===== config.mk =====
export PLATFORM = sky130hd
export DESIGN_NAME = simd_addsub
export DESIGN_NICKNAME = d
export VERILOG_FILES = /design/src/rtl/simd_pkg.sv /design/src/rtl/simd_lane_map.sv /design/src/rtl/simd_byte_slice.sv /design/src/rtl/simd_byte_clamp.sv /design/src/rtl/simd_addsub.sv
export SDC_FILE = /design/constraint.sdc
export NUM_CORES = 1
export LEC_CHECK = 0
export ABC_AREA = 1
export BUFFER_PORTS_ARGS = -buffer_cell sky130_fd_sc_hd__buf_2
export CAP_MARGIN = 20
export CORE_MARGIN = 3
export CORE_UTILIZATION = 53
export DETAILED_ROUTE_END_ITERATION = 8
export MAX_ROUTING_LAYER = met4
export PLACE_DENSITY = 0.83
export SLEW_MARGIN = 30
export SYNTH_ARGS = -nofsm -noshare
export SYNTH_HDL_FRONTEND = slang
export SYNTH_SLANG_ARGS = --single-unit

===== constraint.sdc =====
create_clock -name clk -period 8.73 [get_ports clk]
set_clock_uncertainty 0.1 [all_clocks]
set_input_delay 0.873 -clock clk [delete_from_list [all_inputs] [get_ports clk]]
set_output_delay 0.873 -clock clk [all_outputs]
set_load 0.01 [all_outputs]

===== src/rtl/simd_pkg.sv =====
// Shared types for the packed add/subtract unit.
// Assumes: lanes are built from 8-bit slices; encodings fixed below.
package simd_pkg;
    localparam int unsigned SLICE_W = 8;

    typedef enum logic [1:0] {
        SZ_BYTE = 2'b00,
        SZ_HALF = 2'b01,
        SZ_FULL = 2'b10,
        SZ_SPARE = 2'b11
    } elem_size_e;

    typedef enum logic [1:0] {
        OVF_WRAP  = 2'b00,
        OVF_SSAT  = 2'b01,
        OVF_USAT  = 2'b10,
        OVF_SPARE = 2'b11
    } ovf_mode_e;
endpackage


===== src/rtl/simd_lane_map.sv =====
// Lane map: turns the size select into per-slice lane boundary marks.
// Assumes: slice count is a multiple of four; spare size code acts as 32-bit.
module simd_lane_map
    import simd_pkg::*;
#(
    parameter int unsigned NUM_SLICES = 8
) (
    input  elem_size_e              size,
    output logic [1:0]              grp_mask,
    output logic [NUM_SLICES-1:0]   lane_first,
    output logic [NUM_SLICES-1:0]   lane_last
);
    // Slices per lane minus one, as a low-bit mask of the slice index.
    always_comb begin
        case (size)
            SZ_BYTE: grp_mask = 2'b00;
            SZ_HALF: grp_mask = 2'b01;
            default: grp_mask = 2'b11;
        endcase
    end

    for (genvar k = 0; k < NUM_SLICES; k++) begin : g_mark
        localparam logic [1:0] KPOS = 2'(k % 4);
        // Mark the lowest and highest slice of each lane.
        assign lane_first[k] = ((KPOS & grp_mask) == 2'b00);
        assign lane_last[k]  = ((KPOS & grp_mask) == grp_mask);
    end
endmodule


===== src/rtl/simd_byte_slice.sv =====
// One 8-bit adder slice. Subtract inverts b; the carry in supplies the +1
// at a lane start, or the carry from the slice below inside a lane.
// Outputs the carry into the top bit so signed overflow can be formed.
module simd_byte_slice
    import simd_pkg::*;
(
    input  logic [SLICE_W-1:0] a,
    input  logic [SLICE_W-1:0] b,
    input  logic               op_sub,
    input  logic               cin,
    output logic [SLICE_W-1:0] sum,
    output logic               cout,
    output logic               c_msb
);
    logic [SLICE_W-1:0] b_eff;
    logic [SLICE_W-1:0] low_sum;

    // Conditional invert of the second operand for subtract.
    assign b_eff = b ^ {SLICE_W{op_sub}};

    // Low bits with carry into the top bit, then the top bit itself.
    always_comb begin
        low_sum = {1'b0, a[SLICE_W-2:0]} + {1'b0, b_eff[SLICE_W-2:0]} + {{(SLICE_W-1){1'b0}}, cin};
        c_msb   = low_sum[SLICE_W-1];
        {cout, sum[SLICE_W-1]} = {1'b0, a[SLICE_W-1]} + {1'b0, b_eff[SLICE_W-1]} + {1'b0, c_msb};
        sum[SLICE_W-2:0] = low_sum[SLICE_W-2:0];
    end
endmodule


===== src/rtl/simd_byte_clamp.sv =====
// Per-byte result select: wrapped sum, or this byte's share of a clamp rail.
// Assumes: the lane-level clamp decision arrives already broadcast.
module simd_byte_clamp
    import simd_pkg::*;
(
    input  logic [SLICE_W-1:0] wrap_sum,
    input  logic               clamp_en,
    input  logic               clamp_high,
    input  logic               signed_rail,
    input  logic               is_top,
    output logic [SLICE_W-1:0] out_byte
);
    logic [SLICE_W-1:0] rail;

    // Rail byte: signed limits differ from all-ones/zero only in the top byte.
    always_comb begin
        if (clamp_high)
            rail = (signed_rail && is_top) ? {1'b0, {(SLICE_W-1){1'b1}}} : {SLICE_W{1'b1}};
        else
            rail = (signed_rail && is_top) ? {1'b1, {(SLICE_W-1){1'b0}}} : {SLICE_W{1'b0}};
    end

    // Final byte mux.
    assign out_byte = clamp_en ? rail : wrap_sum;
endmodule


===== src/rtl/simd_addsub.sv =====
// Packed add/subtract with per-lane wrap or saturation and a one-cycle
// output register. One slice chain serves all lane sizes; carries are cut
// at lane starts. Assumes NUM_SLICES is a multiple of four.
module simd_addsub
    import simd_pkg::*;
#(
    parameter int unsigned NUM_SLICES = 8
) (
    input  logic                            clk,
    input  logic                            rst_n,
    input  logic                            in_valid,
    input  logic [1:0]                      size_sel,
    input  logic [1:0]                      mode_sel,
    input  logic                            op_sub,
    input  logic [NUM_SLICES*SLICE_W-1:0]   src_a,
    input  logic [NUM_SLICES*SLICE_W-1:0]   src_b,
    output logic                            out_valid,
    output logic [NUM_SLICES*SLICE_W-1:0]   result,
    output logic [NUM_SLICES-1:0]           ovf_flags
);
    localparam int unsigned DATA_W = NUM_SLICES * SLICE_W;

    ovf_mode_e              mode;
    logic [1:0]             grp_mask;
    logic [NUM_SLICES-1:0]  lane_first, lane_last;
    logic [NUM_SLICES-1:0]  cin, cout, c_msb, a_msb;
    logic [NUM_SLICES-1:0]  s_ovf, u_ovf;
    logic [NUM_SLICES-1:0]  lane_sovf, lane_uovf, lane_asgn;
    logic [NUM_SLICES-1:0]  clamp_en, clamp_high, flag_nxt;
    logic [DATA_W-1:0]      wrap_sum, res_nxt;

    assign mode = ovf_mode_e'(mode_sel);

    simd_lane_map #(.NUM_SLICES(NUM_SLICES)) u_map (
        .size       (elem_size_e'(size_sel)),
        .grp_mask   (grp_mask),
        .lane_first (lane_first),
        .lane_last  (lane_last)
    );

    for (genvar k = 0; k < NUM_SLICES; k++) begin : g_slice
        // Carry in: subtract's +1 at a lane start, chained carry inside a lane.
        if (k == 0) begin : g_base
            assign cin[k] = op_sub;
        end else begin : g_chain
            assign cin[k] = lane_first[k] ? op_sub : cout[k-1];
        end

        simd_byte_slice u_slice (
            .a      (src_a[k*SLICE_W +: SLICE_W]),
            .b      (src_b[k*SLICE_W +: SLICE_W]),
            .op_sub (op_sub),
            .cin    (cin[k]),
            .sum    (wrap_sum[k*SLICE_W +: SLICE_W]),
            .cout   (cout[k]),
            .c_msb  (c_msb[k])
        );

        // Overflow as seen if this slice were the top of its lane.
        assign s_ovf[k] = c_msb[k] ^ cout[k];
        assign u_ovf[k] = cout[k] ^ op_sub;
        assign a_msb[k] = src_a[k*SLICE_W + SLICE_W - 1];

        simd_byte_clamp u_clamp (
            .wrap_sum    (wrap_sum[k*SLICE_W +: SLICE_W]),
            .clamp_en    (clamp_en[k]),
            .clamp_high  (clamp_high[k]),
            .signed_rail (mode == OVF_SSAT),
            .is_top      (lane_last[k]),
            .out_byte    (res_nxt[k*SLICE_W +: SLICE_W])
        );
    end

    // Index of the top slice of the lane holding slice k.
    function automatic int unsigned lane_top(input int unsigned k, input logic [1:0] m);
        return k | {30'b0, m};
    endfunction

    // Broadcast top-slice overflow and operand sign across each lane.
    always_comb begin
        for (int unsigned k = 0; k < NUM_SLICES; k++) begin
            lane_sovf[k] = s_ovf[lane_top(k, grp_mask)];
            lane_uovf[k] = u_ovf[lane_top(k, grp_mask)];
            lane_asgn[k] = a_msb[lane_top(k, grp_mask)];
        end
    end

    // Clamp decision, rail direction and flag per slice.
    always_comb begin
        for (int unsigned k = 0; k < NUM_SLICES; k++) begin
            case (mode)
                OVF_SSAT: begin
                    clamp_en[k]   = lane_sovf[k];
                    clamp_high[k] = ~lane_asgn[k];
                    flag_nxt[k]   = lane_sovf[k];
                end
                OVF_USAT: begin
                    clamp_en[k]   = lane_uovf[k];
                    clamp_high[k] = ~op_sub;
                    flag_nxt[k]   = lane_uovf[k];
                end
                default: begin
                    clamp_en[k]   = 1'b0;
                    clamp_high[k] = 1'b0;
                    flag_nxt[k]   = lane_sovf[k];
                end
            endcase
        end
    end

    // Output register: load on strobe, hold otherwise.
    always_ff @(posedge clk) begin
        if (!rst_n) begin
            out_valid <= 1'b0;
            result    <= '0;
            ovf_flags <= '0;
        end else begin
            out_valid <= in_valid;
            if (in_valid) begin
                result    <= res_nxt;
                ovf_flags <= flag_nxt;
            end
        end
    end
endmodule


**Word level (Yosys, flattened, before mapping)**

Cells that the tools add are included.

- Mux-type cells: 91
- Multiply operators: 0
- Magnitude comparators: 6
- Equal/unequal tests: 3
- Reduce and logical (&&, ||, !) cells: 7
- Shift operators: 0
- Bitwise gates (word level): 35
- Add/sub/neg operators: 32
- Divide/modulo/power cells: 0

Operator list:

| cell | number |
|---|---|
| 8-bit 2-to-1 mux | 24 |
| 7-bit by 7-bit adder with 8-bit output | 8 |
| 8-bit by 1-bit adder with 8-bit output | 8 |
| 8-bit bitwise XOR | 8 |
| 1-bit 2-to-1 mux | 44 |
| 1-bit case mux with 2 select lines | 16 |
| 1-bit by 1-bit adder with 2-bit output | 8 |
| 2-bit by 1-bit adder with 2-bit output | 8 |
| 1-bit bitwise XOR | 16 |
| 1-bit binary-select mux with 2-bit select | 6 |
| 2-bit by 4-bit less-than comparator with 1-bit output, second input constant | 3 |
| 3-bit by 4-bit less-than comparator with 1-bit output, second input constant | 3 |
| 1-bit inverter | 11 |
| 2-bit logical NOT | 4 |
| 2-bit by 1-bit == test with 1-bit output, second input constant | 2 |
| 2-bit case mux with 2 select lines | 1 |
| 1-bit logical AND | 3 |
| 2-bit == test, second input constant | 1 |

- Register bits after elaboration: 73
- Word-level logic and storage cells: 177
- Memories kept: 0
- RAM bits: 0
- ROM bits: 0
- Latch bits: 0

**Longest topological paths before layout**

- Depth after elaboration: 18
- Gate-level depth with buffers: 51
- Depth with buffers taken out: 49

**Modules after synthesis**

A second synthesis with hierarchy kept.

- Cell total of the unflattened synthesis: 1286
- Area, all modules: 7813.7 µm²

By module, submodules not included:

| module | cells an instance | times used | area an instance (µm²) | sequential area each (µm²) |
|---|---|---|---|---|
| simd_addsub | 514 | 1 | 3418.3 | 1461.4 |
| simd_byte_slice (g_slice[2].u_slice ...) | 69 | 5 | 434.2 | 0.0 |
| simd_byte_slice (g_slice[0].u_slice ...) | 73 | 2 | 445.4 | 0.0 |
| simd_byte_clamp | 24 | 8 | 93.8 | 0.0 |
| simd_byte_slice (g_slice[7].u_slice) | 69 | 1 | 452.9 | 0.0 |
| simd_lane_map | 20 | 1 | 130.1 | 0.0 |

**Worst setup path before layout**

No wires, ideal clock.

- Kind: input port to flip-flop
- Start: input op_sub
- End: register result[56]
- Arrival: 7.853 ns
- Buffers on the path: 3
- Setup slack: 0.643 ns
- Data required time: 8.496 ns
- Cell stages on the path: 49
- Cells stage by stage: buf_6 buf_2 buf_2 xnor2_1 inv_1 ha_1 nand2_1 inv_1 nand3_2 nand2_2 nand2_2 nand2_1 inv_1 fa_1 inv_1 o21ai_0 fa_1 nand3b_1 (+13 left out) fa_1 a21oi_1 fa_1 nand3_1 nand2_1 nand2_1 nand2_1 inv_1 fa_1 xnor2_1 inv_1 nor2_1 inv_1 nand2_1 nand2_2 nor2_1 nor2_1 a21oi_1

- Cells in the longest elaborated chain, start to end: 16
- Elaborated cells between the ends (all ways): 30
- Classes of those cells: add/sub: 16; mux: 7; bitwise: 7

RTL lines:

| what | line | source |
|---|---|---|
| start: declaration | simd_addsub.sv:14 | `input logic op_sub,` |
| 8-bit bitwise XOR | simd_byte_slice.sv:19 | `assign b_eff = b ^ {SLICE_W{op_sub}};` |
| 7-bit by 7-bit adder with 8-bit output | simd_byte_slice.sv:23 | `low_sum = {1'b0, a[SLICE_W-2:0]} + {1'b0, b_eff[SLICE_W-2:0]} + {{(SLICE_W-1){1'b0}}, cin};` |
| 8-bit by 1-bit adder with 8-bit output | simd_byte_slice.sv:23 |  |
| 2-bit by 1-bit adder with 2-bit output | simd_byte_slice.sv:25 | `{cout, sum[SLICE_W-1]} = {1'b0, a[SLICE_W-1]} + {1'b0, b_eff[SLICE_W-1]} + {1'b0, c_msb};` |
| 1-bit 2-to-1 mux | simd_addsub.sv:46 | `assign cin[k] = lane_first[k] ? op_sub : cout[k-1];` |
| 8-bit by 1-bit adder with 8-bit output | simd_byte_slice.sv:23 |  |
| 2-bit by 1-bit adder with 2-bit output | simd_byte_slice.sv:25 |  |
| 1-bit 2-to-1 mux | simd_addsub.sv:46 |  |
| 8-bit by 1-bit adder with 8-bit output | simd_byte_slice.sv:23 |  |
| 2-bit by 1-bit adder with 2-bit output | simd_byte_slice.sv:25 |  |
| 1-bit 2-to-1 mux | simd_addsub.sv:46 |  |
| 8-bit by 1-bit adder with 8-bit output | simd_byte_slice.sv:23 |  |
| 2-bit by 1-bit adder with 2-bit output | simd_byte_slice.sv:25 |  |
| 1-bit bitwise XOR (on tied branches) | simd_addsub.sv:61, simd_addsub.sv:60 |  |
| 1-bit case mux with 2 select lines | simd_addsub.sv:91 | `case (mode)` |
| 8-bit 2-to-1 mux (*) | simd_byte_clamp.sv:24 | `assign out_byte = clamp_en ? rail : wrap_sum;` |
| end signal: assignment | simd_addsub.sv:120 | `result <= res_nxt;` |
| end: declaration | simd_addsub.sv:18 | `output logic [NUM_SLICES*SLICE_W-1:0] result,` |

Every way passes the cells marked *; elsewhere a longest branch is shown, timed or not.
A chain may end at the register's enable or synchronous reset.

**Worst setup path in the final report**

- Start: input op_sub
- End: register result[39]

- Cells in the longest elaborated chain, start to end: 18
- Elaborated cells between the ends (all ways): 40
- Classes of those cells: add/sub: 16; mux: 11; bitwise: 13

RTL lines:

| what | line |
|---|---|
| 8-bit bitwise XOR | simd_byte_slice.sv:19 |
| 7-bit by 7-bit adder with 8-bit output | simd_byte_slice.sv:23 |
| 8-bit by 1-bit adder with 8-bit output | simd_byte_slice.sv:23 |
| 2-bit by 1-bit adder with 2-bit output | simd_byte_slice.sv:25 |
| 1-bit 2-to-1 mux | simd_addsub.sv:46 |
| 8-bit by 1-bit adder with 8-bit output | simd_byte_slice.sv:23 |
| 2-bit by 1-bit adder with 2-bit output | simd_byte_slice.sv:25 |
| 1-bit 2-to-1 mux | simd_addsub.sv:46 |
| (+2 left out) | -- |
| 1-bit 2-to-1 mux | simd_addsub.sv:46 |
| 8-bit by 1-bit adder with 8-bit output | simd_byte_slice.sv:23 |
| 2-bit by 1-bit adder with 2-bit output | simd_byte_slice.sv:25 |
| 1-bit bitwise XOR (on tied branches) | simd_addsub.sv:61, simd_addsub.sv:60 |
| 1-bit binary-select mux with 2-bit select (on tied branches) | simd_addsub.sv:83, simd_addsub.sv:82 |
| 1-bit 2-to-1 mux (on tied branches) | simd_addsub.sv:83, simd_addsub.sv:82 |
| 1-bit case mux with 2 select lines | simd_addsub.sv:91 |
| 8-bit 2-to-1 mux (*) | simd_byte_clamp.sv:24 |

Every way passes the cells marked *; elsewhere a longest branch is shown, timed or not. The select of a mux whose other input is x is not followed.

==> summary.md <==
| Metric | Value |
|---|---|
| Layout cells sized above 1 | 25.77% |
| Hold_ws | 0.3612 ns |
| Setup TNS | 0 ns |
| Final worst slack | 0.6047 ns |
| Worst R2R Start | ovf_flags[7] |
| H-tree level count | 3 |
| P_leak | 0.004353 µW |
| Endpoints failing setup | 0 |
| Mapped Area | 6648 µm² |
| Vias | 6902 |
| Cell variety after synth | 37 |
| Worst hold path class | reg -> reg |
| Final Instance Area | 8188 µm² |
| Met2 wire length | 9047 µm |
| Tmin final | 8.125 ns |
| Reg-to-Reg End | ovf_flags[7] |
| Synth top area share | 21.98% |
| Core area | 12110 µm² |
| Fillers | 1104 |
| Combinational Power Share | 42.0% |
| RSZ-0062 raised after global routing | yes |
| WL met3 | 1220 µm |
| Post-Place Worst Slack | -0.03861 ns |
| Hold depth | 2 |
| Placer Congestion | 0.9276 |
| Largest net degree at the start of global routing | 87 |
| Area leader, netlist | dfxtp_1 |
| Crit-path slowest cell | fa_1 |
| PD cells | 169.2 nW/µm² |
| Area after DPL | 7795 µm² |
| GR Overflow Total | 0 |
| DR top layer | met4 |
| Yosys reg bits | 73 |
| Placed wire-length estimate | 14170 µm |
| Critical Path AT | 8.30 ns |
| Die Area | 13920 µm² |
| Worst reg-to-reg path cell count | 2 |
| CP startpoint kind | input pin |
| Clk sinks | 73 |
| Die extent in x | 118.0 µm |
| Mean Syn Cell Area | 7.117 µm² |
| Area Growth Syn to Fin | 23.17% |
| Number of enable flip-flop cells after synthesis | 0 |
| Initial DRC count | 449 |
| Sequential share of power | 28.4% |
| Fmax | 123.1 MHz |
| CTS tree | yes |
| Peak VDD IR | 0.00009423 V |
| DRC | 0 |
| Worst-path fanout max | 12 |
| Max Buffers Root-to-Sink | 2 |
| TritonCTS buffer count | 9 |
| Die Y | 118.0 µm |
| Overall Global Routing Usage | 27.80% |
| Synth area leaders | dfxtp_1 22%, nand2_1 9.9%, ha_1 9.8% |
| Synth top cells by count | 176 x nand2_1, 94 x o21ai_0, 93 x a21oi_1, 93 x inv_1, 73 x dfxtp_1 |
| Multi-input combinational cell area | 4696 µm² |
| Final net count | 1338 |
| Met1 wire length | 8274 µm |
| Final Hold Fails | 0 |
| Synth Instances | 934 |
| Critical path class | in -> reg |
| Endpoint class of the critical path | flip-flop |
| Worst slew pin tran | 0.8688 ns |
| Outcome | completed |
| Ys async rst share | 0% |
| Row Count | 40 |
| Period utilization | 93.07% |
| Most frequent CP cell | nand2_1 |
| Placed cell count | 1285 |
| Pint | 869.6 µW |
| Storage cell area | 1461 µm² |
| First-pass GRT wire length | 31330 µm |
| Routed vias/inst | 5.297 |
| Most frequent cell after synthesis | nand2_1 |
| Non-Filler Instances | 1303 |
| Final slew viol count | 0 |
| Worst path max stage delay | 0.46 ns |
| Cts hold-fix bufs | 0 |
| Worst Hold Path EP | result[47] |
| Hold wc startpoint | result[47] |
| Initial cell density of the core | 54.89% |
| Number of I/O pins | 209 |
| Required time worst endpoint | 8.90 ns |
| Routed wirelength normalized by instance count | 14.60 µm |
| Post-Route WL | 19030 µm |
| Slew headroom | 41.72% |
| Clock Latency Late Sink | 0.34 ns |
| Clock Pin Slew Worst Setup and Hold Paths | 0.06 ns |
| Synthesis warning total | 0 |
| Vias in the first global route | 6597 |
| Sw frac | 37.23% |
| R2R Setup Slk | 7.94 ns |
| CTS Root Buffer Type | clkbuf_16 |
| Max-Cap Viols | 0 |
| Antenna violations before repair | 1 |
| Primary FF master, synth | dfxtp_1 |
| Register area share after synthesis | 21.98% |
| Routed Antenna Nets | 0 |
| Synth Net Count | 1144 |
| P_sw | 515.7 µW |
| Port Buffer Count | 208 |
| Clock power frac | 29.6% |
| Pre-Repair DR Iteration Count | 7 |
==> kinds of logic (layout without fill, tap and decap cells) <==
kind of cell | count (synthesis) | count (layout) | share of synthesized area [%]
compound gates | 227 | 227 | 18.26
xor+xnor | 101 | 101 | 13.31
fa+ha+maj | 74 | 74 | 16.41
buf+inv | 133 | 332 | 8.262
flops | 73 | 73 | 21.98
other cells | 0 | 2 | 0
simple gates | 326 | 326 | 21.78
==> metal layers <==
layer  global-route usage [%]  vias up
met3                    4.661       36
met2                    45.45      249
met4                    10.48        0
met1                    34.58     3156
li1                         -     3461
met5                        -        -
==> power groups by stage <==
| stage | logic [µW] | registers, µW | clock network [µW] |
|---|---|---|---|
| 2_1_floorplan | 388 | 419 | 0 |
| 3_3_place_gp | 556 | 401 | 0 |
| 3_5_place_dp | 567 | 400 | 0 |
| 4_1_cts | 572 | 394 | 413 |
| 5_1_grt | 659 | 399 | 425 |
| 6_report | 581 | 394 | 410 |
==> cell type report <==
type / instances / area share, %
repair buffers: 216 / 13.57
diodes: 2 / 0.06112
inverters: 100 / 4.676
clock inverters: 5 / 0.9627
multi-input cells: 728 / 57.35
well taps: 168 / 2.567
clock buffers: 11 / 2.965
flip-flops and latches: 73 / 17.85
==> repair_timing <==
action	4_1_cts	5_1_grt
endpoints found under the setup margin	0	64
resized for setup	0	16
hold endpoints to repair	0	0
buffers inserted	0	0
==> flip-flops by register name (all words and copies together) (netlist names) <==
name	flops
out_valid	1
ovf_flags	8
result	64
==> through the flow <==
step | power (µW) | utilization (%)
finish | 1385 | 67.60
floorplan | 806.1 | -
detailed placement | 966.7 | 64.36
global placement | 956.2 | 64.36
global route | 1483 | 67.58
CTS | 1379 | 67.01
==> placed cells by master (no fill, tap or decap), types with 3 or more instances in the layout <==
cell type and n:
nand2_1 176, fa_1 20, o211ai_1 3, buf_2 207, nor2_2 4, nand2_2 20
buf_4 7, o21ai_0 92, nand3b_1 7, dfxtp_1 73, inv_1 92, a31oi_1 16
inv_2 6, nor2_1 59, a21oi_2 8, nand2_4 5, clkbuf_16 9, nand4_1 3
a21o_1 5, ha_1 52, nand3_1 45, o21ai_1 8, a21oi_1 89, xor2_1 70
xnor2_1 27, xnor2_2 4
==> worst max path at each step <==
stage / startpoint / end / slack, ns / depth (start not counted)
2_1_floorplan: op_sub / result[56] / 0.64 / 49
3_3_place_gp: op_sub / result[2] / 0.09 / 48
3_5_place_dp: op_sub / result[6] / -0.04 / 48
4_1_cts: op_sub / result[2] / 0.27 / 48
5_1_grt: op_sub / result[39] / -0.02 / 46
6_report: op_sub / result[39] / 0.60 / 46
==> critical path, delay by kind of cell <==
| family | cells | cell delay, ns |
|---|---|---|
| and+or+nand+nor | 25 | 2.74 |
| buffers and inverters | 8 | 0.67 |
| AOI/OAI and AO/OA | 4 | 0.61 |
| adders and majority gates | 8 | 3.23 |
| xor gates and xnor gates | 1 | 0.17 |
(Power assumes the default switching activity.)
